[config.mk]
export PLATFORM = sky130hd
export DESIGN_NAME = overlayDecoder
export DESIGN_NICKNAME = d
export VERILOG_FILES = /design/src/rtl/overlayDecoderPkg.sv /design/src/rtl/overlayDecoderPath.sv /design/src/rtl/overlayDecoderCtrl.sv /design/src/rtl/overlayDecoder.sv
export SDC_FILE = /design/constraint.sdc
export NUM_CORES = 1
export LEC_CHECK = 0
export BUFFER_PORTS_ARGS = -buffer_cell sky130_fd_sc_hd__buf_2
export CELL_PAD_IN_SITES_DETAIL_PLACEMENT = 1
export CELL_PAD_IN_SITES_GLOBAL_PLACEMENT = 1
export CORE_MARGIN = 10
export CORE_UTILIZATION = 22
export CTS_BUF_LIST = sky130_fd_sc_hd__clkbuf_8 sky130_fd_sc_hd__clkbuf_16
export DETAILED_ROUTE_END_ITERATION = 16
export PLACE_DENSITY = 0.81
export SYNTH_ARGS = -nofsm -noshare
export SYNTH_HDL_FRONTEND = slang
export SYNTH_SLANG_ARGS = --single-unit
[constraint.sdc]
create_clock -name clk -period 2.3 [get_ports clk]
set_clock_uncertainty 0.05 [all_clocks]
set_input_delay 0.575 -clock clk [delete_from_list [all_inputs] [get_ports clk]]
set_output_delay 0.575 -clock clk [all_outputs]
set_load 0.05 [all_outputs]
[src/rtl/overlayDecoderPkg.sv]
package overlayDecoderPkg;

  typedef enum logic [1:0] {
    RGN_INT = 2'd0,
    RGN_MMR = 2'd1,
    RGN_EXT = 2'd2
  } regionT;

  typedef struct packed {
    regionT region;
    logic   extHi;
    logic   rsvd;
  } decodeT;

  typedef struct packed {
    logic ramEn;
    logic regSel;
    logic extCs;
    logic extRd;
    logic extWr;
    logic stall;
  } strobeT;

endpackage

[src/rtl/overlayDecoderPath.sv]
module overlayDecoderPath
  import overlayDecoderPkg::*;
#(
  parameter int ADDR_W    = 14,
  parameter int OVL_W     = 2,
  parameter int MMR_WORDS = 32
) (
  input  logic              clk,
  input  logic              rstN,
  input  logic [ADDR_W-1:0] coreAddr,
  input  logic              spaceSel,
  input  logic              access,
  input  logic [OVL_W-1:0]  pmPage,
  input  logic [OVL_W-1:0]  dmPage,
  input  logic              bootMode,
  output decodeT            dec,
  output logic [ADDR_W-1:0] extAddr
);

  localparam int HALF_W    = ADDR_W - 1;
  localparam int MMR_START = (1 << ADDR_W) - MMR_WORDS;

  logic upperHalf;
  assign upperHalf = coreAddr[ADDR_W-1];

  // Maps an overlay value to a target for the switchable half.
  function automatic decodeT pageMap(input logic [OVL_W-1:0] page);
    decodeT d;
    d = '{region: RGN_INT, extHi: 1'b0, rsvd: 1'b0};
    if (page == OVL_W'(0)) begin
      d.region = RGN_INT;
    end else if (page == OVL_W'(1)) begin
      d.region = RGN_EXT;
      d.extHi  = 1'b0;
    end else if (page == OVL_W'(2)) begin
      d.region = RGN_EXT;
      d.extHi  = 1'b1;
    end else begin
      d.rsvd = 1'b1;
    end
    return d;
  endfunction

  always_comb begin
    dec = '{region: RGN_INT, extHi: 1'b0, rsvd: 1'b0};
    if (!spaceSel) begin
      if (bootMode) begin
        if (pmPage != '0) dec.rsvd = 1'b1;
        else if (!upperHalf) dec.region = RGN_EXT;
      end else if (upperHalf) begin
        dec = pageMap(pmPage);
      end
    end else begin
      if (upperHalf) begin
        if (coreAddr >= ADDR_W'(MMR_START)) dec.region = RGN_MMR;
      end else begin
        dec = pageMap(dmPage);
      end
    end
  end

  always_comb begin
    if (access && dec.region == RGN_EXT)
      extAddr = {dec.extHi, coreAddr[HALF_W-1:0]};
    else
      extAddr = '0;
  end

  AST_MMR_WINDOW: assert property (@(posedge clk) disable iff (!rstN) (dec.region == RGN_MMR) |-> (spaceSel && upperHalf));
  AST_RSVD_INTERNAL: assert property (@(posedge clk) disable iff (!rstN) dec.rsvd |-> (dec.region == RGN_INT));
  AST_PAGE_TWO_HI: assert property (@(posedge clk) disable iff (!rstN) (access && !spaceSel && !bootMode && pmPage == OVL_W'(2) && upperHalf) |-> extAddr[ADDR_W-1]);

endmodule

[src/rtl/overlayDecoderCtrl.sv]
module overlayDecoderCtrl
  import overlayDecoderPkg::*;
#(
  parameter int WAIT_W = 3
) (
  input  logic              clk,
  input  logic              rstN,
  input  logic              rdReq,
  input  logic              wrReq,
  input  logic              spaceSel,
  input  regionT            region,
  input  logic [WAIT_W-1:0] dataWait,
  output strobeT            stb
);

  logic              busy;
  logic [WAIT_W-1:0] remain;
  logic              access;
  logic              isExt;
  logic              startWait;

  always_comb begin
    access     = rdReq | wrReq;
    isExt      = access && (region == RGN_EXT);
    startWait  = !busy && isExt && spaceSel && (dataWait != '0);
    stb.ramEn  = access && (region == RGN_INT);
    stb.regSel = access && (region == RGN_MMR);
    stb.extCs  = isExt;
    stb.extRd  = rdReq && (region == RGN_EXT);
    stb.extWr  = wrReq && (region == RGN_EXT);
    stb.stall  = busy ? (remain != '0) : startWait;
  end

  always_ff @(posedge clk or negedge rstN) begin
    if (!rstN) begin
      busy   <= 1'b0;
      remain <= '0;
    end else if (busy) begin
      if (remain == '0) busy <= 1'b0;
      else remain <= remain - 1'b1;
    end else if (startWait) begin
      busy   <= 1'b1;
      remain <= dataWait - 1'b1;
    end
  end

  AST_INT_NO_STALL: assert property (@(posedge clk) disable iff (!rstN) (!busy && access && region != RGN_EXT) |-> !stb.stall);
  AST_PROG_NO_WAIT: assert property (@(posedge clk) disable iff (!rstN) (access && !spaceSel) |-> !stb.stall);
  AST_STALL_WITH_CS: assert property (@(posedge clk) disable iff (!rstN) stb.stall |-> stb.extCs);
  AST_WAIT_DONE: assert property (@(posedge clk) disable iff (!rstN) (busy && remain == '0) |-> !stb.stall);
  AST_ONE_TARGET: assert property (@(posedge clk) disable iff (!rstN) $onehot0({stb.ramEn, stb.regSel, stb.extCs}));

endmodule

[src/rtl/overlayDecoder.sv]
module overlayDecoder
  import overlayDecoderPkg::*;
#(
  parameter int ADDR_W    = 14,
  parameter int OVL_W     = 2,
  parameter int WAIT_W    = 3,
  parameter int MMR_WORDS = 32
) (
  input  logic              clk,
  input  logic              rstN,
  input  logic [ADDR_W-1:0] coreAddr,
  input  logic              spaceSel,
  input  logic              rdReq,
  input  logic              wrReq,
  input  logic [OVL_W-1:0]  pmPage,
  input  logic [OVL_W-1:0]  dmPage,
  input  logic              bootMode,
  input  logic [WAIT_W-1:0] dataWait,
  output logic              intRamEn,
  output logic              regSel,
  output logic [ADDR_W-1:0] extAddr,
  output logic              extCs,
  output logic              extRd,
  output logic              extWr,
  output logic              stall,
  output logic              decodeErr
);

  decodeT dec;
  strobeT stb;
  logic   access;

  assign access = rdReq | wrReq;

  overlayDecoderPath #(
    .ADDR_W(ADDR_W), .OVL_W(OVL_W), .MMR_WORDS(MMR_WORDS)
  ) uPath (
    .clk(clk), .rstN(rstN), .coreAddr(coreAddr), .spaceSel(spaceSel),
    .access(access), .pmPage(pmPage), .dmPage(dmPage), .bootMode(bootMode),
    .dec(dec), .extAddr(extAddr)
  );

  overlayDecoderCtrl #(.WAIT_W(WAIT_W)) uCtrl (
    .clk(clk), .rstN(rstN), .rdReq(rdReq), .wrReq(wrReq),
    .spaceSel(spaceSel), .region(dec.region), .dataWait(dataWait), .stb(stb)
  );

  assign intRamEn  = stb.ramEn;
  assign regSel    = stb.regSel;
  assign extCs     = stb.extCs;
  assign extRd     = stb.extRd;
  assign extWr     = stb.extWr;
  assign stall     = stb.stall;
  assign decodeErr = access && dec.rsvd;

endmodule

==> results.ini, run 1 <==
[cts]
htreeDepth=1
cts_tree=yes
hold_buffers=0
clk_latency_ps=210
clock_sinks=4
clock_path_buffers=2
cts-buffers-inserted=3
clk_pin_slew_ps=30
cts_root_buf=clkbuf_8

[critical_path]
path_class=in -> out
r2r-start=uCtrl.busy
r2r-end=uCtrl.remain[2]
cp.required_ps=1670
critical-path-max-stage-delay_ps=230
cp_top_family=simple AND/OR/NAND/NOR gates
worst-path-max-fanout=14
path_buf_inv=4
critPathArrivalTime_ps=1900
end_kind=output pin
startpoint_type=input pin
cp_slowest_cell=and4bb_1
r2r_setup_slack_ps=640
reg2reg_depth=5
cp_common_cell=buf_12
crit_path_cell_trace=buf_12 -> inv_12 -> ha_4 -> and4bb_1 -> nor3_4 -> nor2_4 -> buf_12 -> and2_2 -> buf_6
worstSetupStartpoint=pmPage[0]

[global_routing]
met3_usage_pct=3.99
grt_use_total_pct=11.7
grt_overflow=0
grt_max_degree=15
use_met1_pct=10.0
grt_use_met2_pct=23.8
busiest_layer=met2
grt_pass1_vias=962
grt_pass1_wl_mm=4.82
antenna_found_initial=0

[route]
vias=796
ant_nets=0
drt_iter0_markers=28
dr.pass1.iters=4
drc=0
routedWlPerCell_um=18.1
viasPerCell=4.82
totalWireLength_mm=2.99

[yosys]
synth_top_area_share_pct=17.1
ys_types=32
ys_seq_elements=4
synthesis.area_um2=586
synthCells=69
synth_edf_count=0
yosysTopAreaCell=dfrtp_1
yosysMostFrequentCell=and2_1
yosys_warnings=0
yosysSeqAreaShare_pct=17.1
synth_top_flop_cell=dfrtp_1
async_flop_share_pct=100
syn_area_per_cell_um2=8.49
synth_fp_nets=102
netlist_top_cells_area=dfrtp_1 17%, and2_1 16%, ha_1 13%
synth_common_cells=15 x and2_1, 6 x ha_1, 6 x inv_1, 6 x nor2_1, 4 x dfrtp_1

[final_layout]
synthToLayoutAreaGrowth_pct=131
diodes=0
fin_util_pct=54.2
drive_gt1_share_pct=74.1
fillCellCount=284
nNetsFinal=170
layoutNonFillerInstCount=165

[sta]
hold_viol=0
finalMaxSlewViolations=0
tightest_slew_ps=437
max_clock_freq_mhz=396
slew_headroom_pct=70.4
tns_ps=-3230
finalSetupViolCount=19
hold_ws_ps=110
rsz0062_at_grt=yes
fin_crit_sh_pct=110
fin_crit_ps=2530
layout_setup_ws_ps=-225

[floorplanning]
die_y_um=71.6
fp.dieW_um=71.6
start_util_pct=23.4
coreArea_um2=2500
dieArea_um2=5130
io_pins=48
std_cell_rows=18

[placed_design]
dp_hpwl_mm=2.58
port_buffers=47
dp_cells=160
gp_congestion=0.787

[flow_run]
drv_cap=0

[run_status]
violations=setup timing
status=complete, but fails checks

[pwr]
power_leakage_nw=0.657
ir_worst_vdd_mv=0.566
power_density_nw_per_um2=613

[min_path]
holdCritPathClass=in -> async

[where the power goes]
| group | leakage (nW) | internal, mW | switching, mW |
|---|---|---|---|
| combinational | 0.587 | 0.260 | 0.274 |
| sequential | 0.0478 | 0.108 | 0.0444 |
| clock | 0.0216 | 0.111 | 0.0325 |
[per-stage QoR]
| step | total power, mW | setup WS, ps | instance area, um^2 |
|---|---|---|---|
| 4_1_cts | 0.830 | -254 | 1320 |
| 3_5_place_dp | 0.613 | -379 | 1100 |
| 3_3_place_gp | 0.578 | -320 | 1100 |
| 5_1_grt | 0.899 | -270 | 1360 |
| 2_1_floorplan | 0.457 | -74.2 | 711 |
| 6_report | 0.830 | -225 | 1360 |
[worst max path at each step]
stage / to / cells past startpoint
floorplan: extAddr[10] / 7
global placement: stall / 8
detailed placement: extAddr[2] / 9
CTS: extAddr[2] / 8
global route: extAddr[3] / 9
finish: extAddr[1] / 9
[registers in the layout (all words and copies together) (netlist names)]
name          flops
uCtrl.busy        1
uCtrl.remain      3
[cell families after synthesis]
family,Yosys count,synth area share (%)
flops,4,17.1
xor+xnor,2,2.99
fa+ha+maj,6,12.8
buf+inv,9,5.98
compound gates,10,17.3
simple gates,35,38.7
mux,3,5.13
[routing by layer]
layer	up-vias	share of wire, %
met3	4	9.0
li1	378	-
met4	0	1.3
met5	-	0
met1	375	33
met2	39	56
[repair_timing]
item	in CTS	in global routing
setup endpoints to repair	19	20
pin swaps	9	9
resized for setup	55	6
buffers inserted	12	1
[placed cells by master, fill, tap and decap left out, drive strengths merged]
master  Yosys  routed
a21oi       2       2
a222oi      1       1
a32oi       1       1
and2       15      15
and2b       1       1
and4bb      2       2
buf         1      65
clkbuf      1       3
dfrtp       4       4
ha          6       6
inv         7       7
mux2i       3       3
nand2       1       1
nand2b      1       1
nand3b      1       1
nand4       2       2
nor2        6       6
nor3        3       3
nor3b       1       1
nor4        1       1
o22a        1       1
o311a       1       1
o311ai      1       1
o31a        1       1
o31ai       1       1
o32ai       1       1
or3         1       1
xnor2       1       1
xor2        1       1
[worst register-to-register path, cell delays in order, from the launching register on]
cell      delay [ps]
dfrtp_1          450
mux2i_1          300
ha_1             250
xor2_1           160
nor2_1            50
a222oi_1         290
[layout make-up]
cell class | instances | area [um^2] | area share (%)
repair buffers | 65 | 574 | 42.4
multi-input cells | 56 | 558 | 41.2
flip-flops and latches | 4 | 100 | 7.39
inverters | 7 | 43.8 | 3.23
clock buffers | 3 | 41.3 | 3.05
well taps | 30 | 37.5 | 2.77
Note: power is estimated with default switching activity, not from simulation.
==> inputs of run 2 (changes only) <==
Settings changed: CORE_UTILIZATION 22 to 27, CTS_CLUSTER_SIZE set to 25, PLACE_DENSITY 0.81 to 0.91.
Clock period 2.3 ns to 3.2 ns, I/O delays scaled along.
==> run 2 against run 1 <==
- the run now ends clean
- global-route usage fell by 1.0 points
- first-iteration DRC count shrank 43%
- largest power group unchanged
- non-clock buffer count down 14
- combinational power decreased by 45%
- cell count down 10%
==> results.ini, run 2 (synthesized netlist as in run 1, its figures left out) <==
[run_status]
status=finished clean

[pwr]
power_leakage_nw=0.528
power_mw=0.508
power_density_nw_per_um2=514
ir_worst_vdd_mv=0.398

[route]
dr.pass1.iters=4
ant_nets=0
drt_iter0_markers=16
routedWlPerCell_um=16.1
totalWireLength_mm=2.38
viasPerCell=4.86
vias=720
drc=0

[cts]
clock_sinks=4
cts-buffers-inserted=3
htreeDepth=1
cts_root_buf=clkbuf_8
cts_tree=yes
clk_latency_ps=220
clk_pin_slew_ps=30
clock_path_buffers=2

[critical_path]
end_kind=output pin
cp.required_ps=2350
startpoint_type=input pin
path_class=in -> out
r2r_setup_slack_ps=1580
worst-path-max-fanout=3
critPathArrivalTime_ps=2290

[final_layout]
drive_gt1_share_pct=61.2
largest_reg_flops=3
top_regs=uCtrl.remain x3, uCtrl.busy x1
synthToLayoutAreaGrowth_pct=68.8
layoutNonFillerInstCount=148
diodes=0
layout.cells.most_common=buf_2
layout_common_cells=31 x buf_2, 20 x buf_4, 9 x and2_2
nNetsFinal=156
largest_register=uCtrl.remain
fin_util_pct=49.4

[global_routing]
antenna_found_initial=0
grt_pass1_vias=798
grt_pass1_wl_mm=3.80
grt_overflow=0
grt_max_degree=15
grt_use_total_pct=10.7

[sta]
tightest_slew_ps=418
finalMaxSlewViolations=0
fin_crit_ps=3140
rsz0062_at_grt=yes
slew_headroom_pct=71.7
finalSetupViolCount=0
layout_setup_ws_ps=59.0
fin_crit_sh_pct=98.2
max_clock_freq_mhz=318
hold_viol=0

[floorplanning]
io_pins=48
fp.dieW_um=66.6
std_cell_rows=16
die_y_um=66.6
coreArea_um2=2000
start_util_pct=29.3
dieArea_um2=4430

[placed_design]
gp_congestion=0.811
port_buffers=47
place_ws_ps=27.4
dp_hpwl_mm=2.07
dp_cells=145

[min_path]
holdCritPathClass=in -> async

[flow_run]
drv_cap=0

[run 2: cell types whose count changed in the layout (fill, tap and decap cells not counted), sizes merged]
| cell | previous run | this run |
|---|---|---|
| buf | 65 | 51 |
[run 2: timing repair]
action	in CTS	in global routing
resized for setup	0	33
setup buffers	0	0
endpoints found under the setup margin	0	16
hold buffers	0	0
[run 2: through the flow]
stage | area (um^2) | hold WS [ps] | TNS (ps)
2_1_floorplan | 611 | 454 | 0
3_3_place_gp | 901 | 499 | 0
3_5_place_dp | 901 | 516 | 0
4_1_cts | 942 | 324 | 0
5_1_grt | 988 | 328 | -178
6_report | 988 | 326 | 0
[run 2: worst paths after layout]
| check | start | endpoint | cells past startpoint |
|---|---|---|---|
| setup reg to reg | uCtrl.busy | uCtrl.remain[2] | 5 |
| min in group clk | uCtrl.remain[0] | uCtrl.remain[0] | 1 |
| max in group asynchronous | rstN | uCtrl.remain[2] | 1 |
| setup / recovery | pmPage[0] | extWr | 7 |
| hold reg to reg | uCtrl.remain[0] | uCtrl.remain[0] | 1 |
| hold / removal | rstN | uCtrl.remain[1] | 1 |
[run 2: report_power, final]
part	total (mW)	internal [mW]	switching, mW
logic	0.292	0.124	0.168
clock network	0.107	0.0803	0.0272
registers	0.109	0.0776	0.0310
[run 2: cell type report]
type | instances | area, um^2
clock buffer | 3 | 41.3
tap | 27 | 33.8
inverter | 7 | 26.3
multi-input combinational | 56 | 482
sequential | 4 | 100
timing repair buffer | 51 | 305
fill | 256 | 1010
[run 2: worst max-delay path, cell delays in order]
cell and delay, ps:
buf_2 90, inv_1 50, ha_1 300, and4bb_1 230, or3_2 450, and2_1 180
buf_4 180
[run 2: layer usage]
metal | vias to the layer above | wire (um) | track usage [%]
li1 | 348 | - | -
met1 | 332 | 891 | 10.3
met2 | 38 | 1200 | 19.1
met3 | 2 | 269 | 4.68
met4 | 0 | 24 | 4.71
met5 | - | 0 | 0
==> inputs of run 3 (changes only) <==
Settings changed: CTS_BUF_LIST sky130_fd_sc_hd__clkbuf_8 sky130_fd_sc_hd__clkbuf_16 to not set.
==> run 3 against run 2 <==
- die area is the same
- design area shrank 1.9%
- critical path depth is the same
- maximum frequency unchanged
- clock power shrank 43%
- total power fell by 9.2%
- setup slack did not move
- non-clock buffer count unchanged
==> results.ini, run 3 (synthesized netlist as in run 1, its figures left out) <==
[cts]
cts_tree=yes
clk_latency_ps=230
clock_sinks=4
cts_setup_buffers=0
htreeDepth=1
cts_root_buf=clkbuf_4
hold_buffers=0
clock_path_buffers=2
clk_pin_slew_ps=40
cts-buffers-inserted=3

[pwr]
internal_power_mw=0.243
power_mw=0.461
power.share.switching_pct=47.3
power_density_nw_per_um2=476
seqPwrFrac_pct=23.5
ir_worst_vdd_mv=0.396
p_switching_mw=0.218
power_leakage_nw=0.520
pwr-share-comb_pct=63.1
power_frac_clock_pct=13.3

[route]
totalWireLength_mm=2.36
routedWlPerCell_um=16.0
dr.pass1.iters=4
vias=717
viasPerCell=4.84
drt_iter0_markers=21
ant_nets=0
drc=0

[sta]
fin_crit_ps=3140
fin_crit_sh_pct=98.2
tightest_slew_ps=418
slew_headroom_pct=71.7
finalMaxSlewViolations=0
finalSetupViolCount=0
hold_viol=0
rsz0062_at_grt=yes
max_clock_freq_mhz=318
hold_ws_ps=313

[floorplanning]
std_cell_rows=16
dieArea_um2=4430
coreArea_um2=2000
die_y_um=66.6
fp.dieW_um=66.6
start_util_pct=29.3
io_pins=48

[global_routing]
grt_pass1_wl_mm=3.80
grt_use_total_pct=10.6
grt_pass1_vias=799
antenna_found_initial=0
grt_max_degree=15
grt_overflow=0

[final_layout]
largest_register=uCtrl.remain
drive_gt1_share_pct=61.2
largest_reg_flops=3
layout.cells.most_common=buf_2
layoutNonFillerInstCount=148
synthToLayoutAreaGrowth_pct=65.6
nNetsFinal=156
fillCellCount=258
layout_common_cells=31 x buf_2, 20 x buf_4, 9 x and2_2
top_regs=uCtrl.remain x3, uCtrl.busy x1
diodes=0

[critical_path]
end_kind=output pin
crit_path_cell_trace=buf_2 -> inv_1 -> ha_1 -> and4bb_1 -> or3_2 -> and2_1 -> buf_4
cp_top_family=simple AND/OR/NAND/NOR gates
worst-path-max-fanout=3
critical-path-max-stage-delay_ps=450
worstSetupStartpoint=pmPage[0]
startpoint_type=input pin
cp_slowest_cell=or3_2
critPathArrivalTime_ps=2290
r2r-start=uCtrl.busy
path_class=in -> out
cp.required_ps=2350
path_buf_inv=3
r2r_setup_slack_ps=1570

[run_status]
status=finished clean

[placed_design]
dp_hpwl_mm=2.07
gp_congestion=0.811
port_buffers=47
dp_cells=145

[flow_run]
drv_cap=0

[min_path]
holdCritPathClass=in -> async

## run 3: worst paths after layout
| check | endpoint | cells past startpoint |
|---|---|---|
| worst min-delay path | uCtrl.remain[1] | 1 |
| max in group asynchronous | uCtrl.remain[2] | 1 |
| worst min register to register | uCtrl.remain[1] | 2 |
| min in group clk | uCtrl.remain[1] | 2 |
| worst max-delay path | extWr | 7 |
| worst max register to register | uCtrl.remain[2] | 5 |
## run 3: what timing repair did
item	CTS	global route
setup endpoints to repair	0	16
hold endpoints to repair	0	0
resized for setup	0	33
## run 3: metal layers
| metal | share of wire (%) | GRT usage [%] | vias to the layer above |
|---|---|---|---|
| met5 | 0 | 0 | - |
| met4 | 0.72 | 3.93 | 0 |
| met3 | 11 | 4.68 | 2 |
| met2 | 50 | 19.0 | 38 |
| met1 | 38 | 10.4 | 329 |
| li1 | - | - | 348 |
## run 3: layout make-up
cell class                      instances  area (um^2)  share of cell area (%)
Tap cell                               27         33.8                    3.48
Sequential cell                         4          100                    10.3
Multi-Input combinational cell         56          482                    49.7
Inverter                                7         26.3                    2.71
Clock buffer                            3         22.5                    2.32
Timing Repair Buffer                   51          305                    31.5
## run 3: metrics by stage
stage / worst slack, ps / cell area [um^2] / setup TNS [ps] / utilization [%]
2_1_floorplan: 92.0 / 611 / 0 / -
3_3_place_gp: 106 / 901 / 0 / 45.0
3_5_place_dp: 27.4 / 901 / 0 / 45.0
4_1_cts: 21.3 / 923 / 0 / 46.1
5_1_grt: -26.2 / 970 / -178 / 48.4
6_report: 59.0 / 970 / 0 / 48.4
## run 3: power by group through the flow
| stage | clock (mW) | sequential, mW | combinational, mW |
|---|---|---|---|
| finish | 0.0615 | 0.108 | 0.291 |
| global route | 0.0702 | 0.113 | 0.323 |
| CTS | 0.0637 | 0.109 | 0.288 |
| detailed placement | 0 | 0.109 | 0.287 |
| global placement | 0 | 0.107 | 0.276 |
| floorplan | 0 | 0.0920 | 0.216 |
